$ cat config.mk
export PLATFORM = sky130hd
export DESIGN_NAME = com_window_decoder
export DESIGN_NICKNAME = d
export VERILOG_FILES = /design/src/rtl/comwin_pkg.sv /design/src/rtl/comwin_ctrl.sv /design/src/rtl/comwin_match.sv /design/src/rtl/com_window_decoder.sv
export SDC_FILE = /design/constraint.sdc
export NUM_CORES = 1
export LEC_CHECK = 0
export ABC_AREA = 1
export BUFFER_PORTS_ARGS = -buffer_cell sky130_fd_sc_hd__buf_4
export CORE_AREA = 4 4 41 43
export DETAILED_ROUTE_END_ITERATION = 12
export DIE_AREA = 0 0 45 47
export PLACE_DENSITY_LB_ADDON = 0.2
export SLEW_MARGIN = 20
export SYNTH_ARGS = -nofsm -noshare
export SYNTH_HDL_FRONTEND = slang
export SYNTH_HIERARCHICAL = 1
export SYNTH_SLANG_ARGS = --single-unit
$ cat constraint.sdc
create_clock -name clk -period 1.37 [get_ports clk]
set_input_delay 0.0685 -clock clk [delete_from_list [all_inputs] [get_ports clk]]
set_output_delay 0.0685 -clock clk [all_outputs]
set_load 0.1 [all_outputs]
$ cat src/rtl/comwin_pkg.sv
package comwin_pkg;

    localparam int unsigned HOST_AW = 10;
    localparam int unsigned NUM_WIN = 4;
    localparam int unsigned WIN_W   = $clog2(NUM_WIN);

    typedef enum logic [1:0] {
        CW_BLANK  = 2'd0,
        CW_PRIMED = 2'd1,
        CW_ACTIVE = 2'd2
    } cw_state_t;

    function automatic logic [HOST_AW-1:0] win_base(input logic [WIN_W-1:0] w);
        logic [HOST_AW-1:0] b;
        case (w)
            2'd0:    b = 10'h3F8;
            2'd1:    b = 10'h2F8;
            2'd2:    b = 10'h3E8;
            default: b = 10'h2E8;
        endcase
        return b;
    endfunction

endpackage

$ cat src/rtl/comwin_ctrl.sv
module comwin_ctrl
    import comwin_pkg::*;
#(
    parameter int unsigned CFG_DW    = 8,
    parameter int unsigned WIN_LSB   = 0,
    parameter int unsigned FORCE_BIT = 2,
    parameter int unsigned EN_BIT    = 0
) (
    input  logic              clk,
    input  logic              rst_n,
    input  logic              cfg_we,
    input  logic              cfg_target,
    input  logic [CFG_DW-1:0] cfg_wdata,
    output logic              live,
    output logic [WIN_W-1:0]  win_q,
    output logic              force_q
);

    cw_state_t st_q, st_d;
    logic      dec_wr, mode_wr, en_val;

    assign dec_wr  = cfg_we && !cfg_target;
    assign mode_wr = cfg_we &&  cfg_target;
    assign en_val  = cfg_wdata[EN_BIT];

    always_ff @(posedge clk) begin
        if (!rst_n) st_q <= CW_BLANK;
        else        st_q <= st_d;
    end

    always_comb begin
        st_d = st_q;
        unique case (st_q)
            CW_BLANK:  if (dec_wr)             st_d = CW_PRIMED;
            CW_PRIMED: if (mode_wr && en_val)  st_d = CW_ACTIVE;
            CW_ACTIVE: if (mode_wr && !en_val) st_d = CW_PRIMED;
            default:                           st_d = CW_BLANK;
        endcase
    end

    always_comb begin
        live = 1'b0;
        unique case (st_q)
            CW_ACTIVE: live = 1'b1;
            default:   live = 1'b0;
        endcase
    end

    always_ff @(posedge clk) begin
        if (!rst_n) begin
            win_q   <= '0;
            force_q <= 1'b0;
        end else if (dec_wr) begin
            win_q   <= cfg_wdata[WIN_LSB +: WIN_W];
            force_q <= cfg_wdata[FORCE_BIT];
        end
    end

    // an enable write while blank leaves decoding off
    a_r2_early_enable_ignored: assert property (@(posedge clk) disable iff (!rst_n)
        (st_q == CW_BLANK && mode_wr) |=> !live);

    // decoding only turns on after a mode write carrying the enable bit
    a_r3_enable_source: assert property (@(posedge clk) disable iff (!rst_n)
        $rose(live) |-> $past(mode_wr && en_val));

    // a clearing mode write turns decoding off next cycle
    a_r9_disable: assert property (@(posedge clk) disable iff (!rst_n)
        (mode_wr && !en_val) |=> !live);

endmodule

$ cat src/rtl/comwin_match.sv
module comwin_match
    import comwin_pkg::*;
#(
    parameter int unsigned IDX_W = 3
) (
    input  logic [HOST_AW-1:0] addr,
    input  logic [WIN_W-1:0]   win,
    output logic               hit
);

    localparam int unsigned CMP_W = HOST_AW - IDX_W;

    logic [NUM_WIN-1:0] win_hit;

    for (genvar g = 0; g < NUM_WIN; g++) begin : g_win
        localparam logic [HOST_AW-1:0] BASE = win_base(WIN_W'(g));
        assign win_hit[g] = (addr[HOST_AW-1:IDX_W] == BASE[HOST_AW-1:IDX_W]);
    end

    assign hit = win_hit[win];

    // the windows are disjoint, so at most one can match
    a_r4_disjoint: assert final ($onehot0(win_hit) || $isunknown(addr));

    logic [CMP_W-1:0] unused_w;
    assign unused_w = '0;

endmodule

$ cat src/rtl/com_window_decoder.sv
module com_window_decoder
    import comwin_pkg::*;
#(
    parameter int unsigned IDX_W     = 3,
    parameter int unsigned CFG_DW    = 8,
    parameter int unsigned WIN_LSB   = 0,
    parameter int unsigned FORCE_BIT = 2,
    parameter int unsigned EN_BIT    = 0
) (
    input  logic              clk,
    input  logic              rst_n,
    input  logic [9:0]        host_addr,
    input  logic              host_rd,
    input  logic              host_wr,
    input  logic              mbox_acc,
    input  logic              cfg_we,
    input  logic              cfg_target,
    input  logic [7:0]        cfg_wdata,
    output logic              uart_sel,
    output logic [2:0]        uart_reg_idx,
    output logic              ext_sel
);

    logic             live, force_q, hit, strobe;
    logic [WIN_W-1:0] win_q;

    comwin_ctrl #(
        .CFG_DW(CFG_DW), .WIN_LSB(WIN_LSB), .FORCE_BIT(FORCE_BIT), .EN_BIT(EN_BIT)
    ) u_ctrl (
        .clk(clk), .rst_n(rst_n), .cfg_we(cfg_we), .cfg_target(cfg_target),
        .cfg_wdata(cfg_wdata), .live(live), .win_q(win_q), .force_q(force_q)
    );

    comwin_match #(.IDX_W(IDX_W)) u_match (
        .addr(host_addr), .win(win_q), .hit(hit)
    );

    assign strobe       = host_rd || host_wr;
    assign uart_sel     = live && hit && strobe && !mbox_acc;
    assign uart_reg_idx = uart_sel ? host_addr[IDX_W-1:0] : '0;
    assign ext_sel      = uart_sel && force_q;

    // no select without a strobe
    a_r5_needs_strobe: assert property (@(posedge clk) disable iff (!rst_n)
        uart_sel |-> (host_rd || host_wr));

    // mailbox cycles are never selected
    a_r6_mailbox_excluded: assert property (@(posedge clk) disable iff (!rst_n)
        mbox_acc |-> !uart_sel);

    // index is zero while not selected
    a_r7_idx_quiet: assert property (@(posedge clk) disable iff (!rst_n)
        !uart_sel |-> (uart_reg_idx == '0));

    // the external copy never leads the internal select
    a_r8_ext_follows: assert property (@(posedge clk) disable iff (!rst_n)
        ext_sel |-> uart_sel);

endmodule

== Yosys cells after proc, flatten, opt, wreduce, memory -nomap -nowiden ==
Index checks and enable logic that the tools add are counted.
W data, S select, Z words.
Word-level totals
  logic and storage cells: 35
  flip-flop bits (word level): 5
Cells by class
  eq/ne operators: 9
  muxes and demuxes: 8
  reductions and logical operators: 14
  $lt $le $gt $ge: 1
Operators by type and width (count)
  $eq A7 B7 Y1 const B: 4
  $logic_and A1 B1 Y1: 8
  $mux W2: 3
  $ne A2 B1 Y1 const B: 3
  $pmux W2 S3: 1
  $logic_not A1 Y1: 3
  $lt A2 B3 Y1 const B: 1
  $mux W3: 1
  $reduce_and A3 Y1: 1
  $bmux W1 S2: 1
  $eq A2 B1 Y1 const B: 1
  $eq A2 B2 Y1 const B: 1
  $logic_not A2 Y1: 1
  $mux W1: 2
  $logic_or A1 B1 Y1: 1

== Longest topological paths before layout ==
  depth after elaboration: 7
  mapped depth: 8
  depth with buffers taken out: 8

== By module ==
The synthesis kept the hierarchy.
By module, submodules not included
  comwin_ctrl: cells each 35, times used 1, area an instance 245.2 µm²
  com_window_decoder: cells each 15, times used 1, area an instance 61.3 µm²
  comwin_match: cells each 14, times used 1, area an instance 53.8 µm²

== Worst setup path after synthesis ==
OpenSTA, ideal clock, no wires.
  kind: register to output
  start: register u_ctrl.win_q[0]
  end: output ext_sel
  data required time: 1.302 ns
  setup slack: -0.747 ns
  cell stages (with the launch flop): 9
  arrival: 2.049 ns
  cells stage by stage: dfxtp_1 -> nor2_1 -> nor2_1 -> nand2_1 -> nor2_1 -> nand2_1 -> nor2_2 -> nand2_2 -> nor2_1
On the way
  cells in the longest elaborated chain, start to end: 6
RTL lines
  start, declared: RTL line comwin_ctrl.sv:15  | output logic [WIN_W-1:0] win_q,
  start signal, assigned: RTL line comwin_ctrl.sv:54  | win_q <= cfg_wdata[WIN_LSB +: WIN_W];
  $bmux W1 S2: RTL line comwin_match.sv:20  | assign hit = win_hit[win];
  $mux W1 (not written as such): RTL line comwin_match.sv:20
  named net hit: RTL line com_window_decoder.sv:24  | logic live, force_q, hit, strobe;
  $logic_and A1 B1 Y1 (3 in a row): RTL line com_window_decoder.sv:39  | assign uart_sel = live && hit && strobe && !mbox_acc;
  $logic_and A1 B1 Y1: RTL line com_window_decoder.sv:41  | assign ext_sel = uart_sel && force_q;
  end, declared: RTL line com_window_decoder.sv:21  | output logic ext_sel
The timed path passes the listed nets, and every way through them passes these cells. The select of a mux whose other input is x is not followed.

== Final worst setup path ==
  start: register u_ctrl.win_q[0]
  end: output uart_reg_idx[1]
On the way
  cells in the longest elaborated chain, start to end: 6
RTL lines
  $bmux W1 S2: RTL line comwin_match.sv:20
  $mux W1 (not written as such): RTL line comwin_match.sv:20
  named net hit: RTL line com_window_decoder.sv:24
  $logic_and A1 B1 Y1 (3 in a row): RTL line com_window_decoder.sv:39
  $mux W3: RTL line com_window_decoder.sv:40  | assign uart_reg_idx = uart_sel ? host_addr[IDX_W-1:0] : '0;
  end, declared: RTL line com_window_decoder.sv:20  | output logic [2:0] uart_reg_idx,
The timed path passes the listed nets, and every way through them passes these cells. The select of a mux whose other input is x is not followed.

==> results.ini <==
[pwr]
power_frac_clock_pct = 39.6
p_per_area_mw_per_mm2 = 629
ir_drop_uv = 572
combPwrFrac_pct = 23.5
intPower_uw = 322
seq_power_share_pct = 36.9
p_sw_share_pct = 26.5
switchingPower_uw = 116
totalPowerFinal_uw = 438
power_leakage_uw = 0.000354

[sta]
worst_slack_ns = -0.153
worstMarginPinSlew_ns = 0.162
slew-limit-headroom_pct = 89.2
finClkSkew_ns = 0.0000895
setup_viol = 5
rsz0062_at_grt = true
hold_viol = 0
finalCriticalPeriod_ns = 1.52
post-route-period-util_pct = 111
maxSlewViolCount = 0
setup_tns_ns = -0.645
maxClockFrequency_ghz = 0.657

[die]
io_pins = 30
initial_core_util_pct = 27.7
placementRows = 13
core_area_sq_mm = 0.00130
fp.dieW_microns = 45
die_h_microns = 47
fp.dieArea_sq_mm = 0.00212

[clock_tree]
postCtsSetupBuffers = 0
cts_buffers = 3
clk_pin_slew_ns = 0.05
clock_sinks = 5
ctsHtreeMaxLevel = 1
cts_max_path_buffers = 2
worstSkewPairLatency_ns = 0.25
root_buffer = clkbuf_4
cts_tree = built

[routing]
routed_via_density = 4.36
vias = 471
drc = 0
drt-pass1-iter-count = 4
drt_iter0_markers = 4
routedWlPerCell_microns = 9.16
final_antenna_net_count = 0
wirelength_microns = 989

[grt]
grtUsageTotal_pct = 10.0
antenna_found_initial = 0
grt_pass1_wl_mm = 1.49
grt_pass1_vias = 417
grt-ovfl-total = 0
grt_max_degree = 6

[setup_path]
endpoint_kind = output pin
crit_start = u_ctrl/win_q[0]
r2r_slack_ns = 0.54
crit_end = uart_reg_idx[1]
cp-start-kind = flop
crit_fanout = 5
r2r-end = u_ctrl/st_q[0]
r2r_start = u_ctrl/st_q[0]
reg2reg_depth = 4
required_ns = 1.30
path_class = flop to output pin
worstPathArrival_ns = 1.45

[synthesis]
async_reset_ff_share_pct = 0
syn_nets = 89
netlist_area_sq_um = 360
synth_top_area_share_pct = 27.8
yosysTopAreaCell = dfxtp_1
ys.flop_type = dfxtp_1
ys_types = 12
syn_avg_cell_area_sq_um = 5.63
ys_warn_count = 6
seq_area_frac_synth_pct = 27.8
synthTopCellsByArea = dfxtp_1 (28%), inv_1 (15%), nand2_1 (15%)
ys_seq_elements = 5
synth_common_cells = inv_1 (14), nand2_1 (14), nor2_1 (12), nand3_1 (6), dfxtp_1 (5)
synth-edff-count = 0
syn_inst = 64

[final_layout]
synthToLayoutAreaGrowth_pct = 93.4
antenna_cells = 0
drive_gt1_share_pct = 49.5
instances_no_fill = 108
post-route-util_pct = 53.6
nets = 119

[status]
status = finished, violations left
violations = setup timing

[placed_design]
dp_slack_ns = 0.0192
dpl.cell_count = 104
place_hpwl_microns = 763
gp_congestion = 0.703
io_buffer_count = 24

[min_path]
hold_class = input port to flop

[flow_run]
max-cap-violations = 0

-- cells in the final DEF (no fill, tap or decap) --
master / Yosys / routed
nand2_4: 0 / 1
buf_12: 0 / 5
a21oi_2: 2 / 2
a21boi_1: 1 / 1
clkbuf_1: 0 / 1
nand2_2: 2 / 1
clkinvlp_4: 0 / 1
dfxtp_2: 0 / 2
nor2_1: 12 / 8
clkbuf_4: 0 / 3
nand2_1: 14 / 14
dfxtp_1: 5 / 3
inv_2: 3 / 4
nor2_2: 2 / 2
nor2_4: 0 / 4
buf_4: 0 / 20
o21ai_2: 1 / 1
nand3_1: 6 / 6
inv_1: 14 / 12
o21ai_1: 2 / 2
-- layout make-up --
cell class,instances,area [sq um]
Clock buffer,4,26.3
Fill cell,133,604
Inverter,17,67.6
Multi-Input combinational cell,42,231
Sequential cell,5,103
Tap cell,15,18.8
Timing Repair Buffer,25,250
-- kinds of logic after synthesis --
group           synth area share (%)
flops                           27.8
compound gates                  12.2
buf+inv                         17.7
simple gates                    42.4
-- flip-flops by register name (all words and copies together) (netlist names) --
signal / cells
u_ctrl/force_q: 1
u_ctrl/st_q: 2
u_ctrl/win_q: 2
-- power by group through the flow --
stage | clock [uW] | combinational [uW] | sequential [uW]
finish | 174 | 103 | 162
global route | 192 | 115 | 163
CTS | 178 | 103 | 161
floorplan | 0 | 47.4 | 163
detailed placement | 0 | 102 | 164
global placement | 0 | 99.8 | 164
-- how the worst min path moves through the flow --
stage                 start               to  cells past startpoint
3_5_place_dp   cfg_wdata[1]  u_ctrl/win_q[1]                      3
4_1_cts        cfg_wdata[2]   u_ctrl/force_q                      3
3_3_place_gp   cfg_wdata[1]  u_ctrl/win_q[1]                      3
5_1_grt               rst_n  u_ctrl/win_q[0]                      3
2_1_floorplan         rst_n  u_ctrl/win_q[0]                      2
6_report       cfg_wdata[2]   u_ctrl/force_q                      3
-- stage by stage --
| stage | hold WS [ns] | area [sq um] |
|---|---|---|
| after floorplan | 0.178 | 402 |
| after global placement | 0.301 | 608 |
| after detailed placement | 0.312 | 608 |
| after CTS | 0.0567 | 697 |
| after global routing | 0.0748 | 697 |
| final | 0.0581 | 697 |
-- metal layers --
metal | wire [microns] | track usage (%)
met5 | 0 | 0
met4 | 10 | 8.77
met3 | 146 | 3.07
met2 | 469 | 18.4
met1 | 362 | 8.88
-- worst max-delay path, cell delays in order (launching register included) --
cell and delay (ns):
dfxtp_2 0.32, nor2_1 0.04, nor2_1 0.07, nand2_1 0.05
nor2_1 0.08, nand2_1 0.07, nor2_2 0.12, nand2_4 0.12
nor2_4 0.15, buf_12 0.18
-- timing repair --
action	in CTS	in global routing
endpoints found under the setup margin	5	5
pin swaps	1	0
resized for setup	15	1
hold buffers	0	0
endpoints found under the hold margin	0	0
Power figures use the tool's default switching activity.
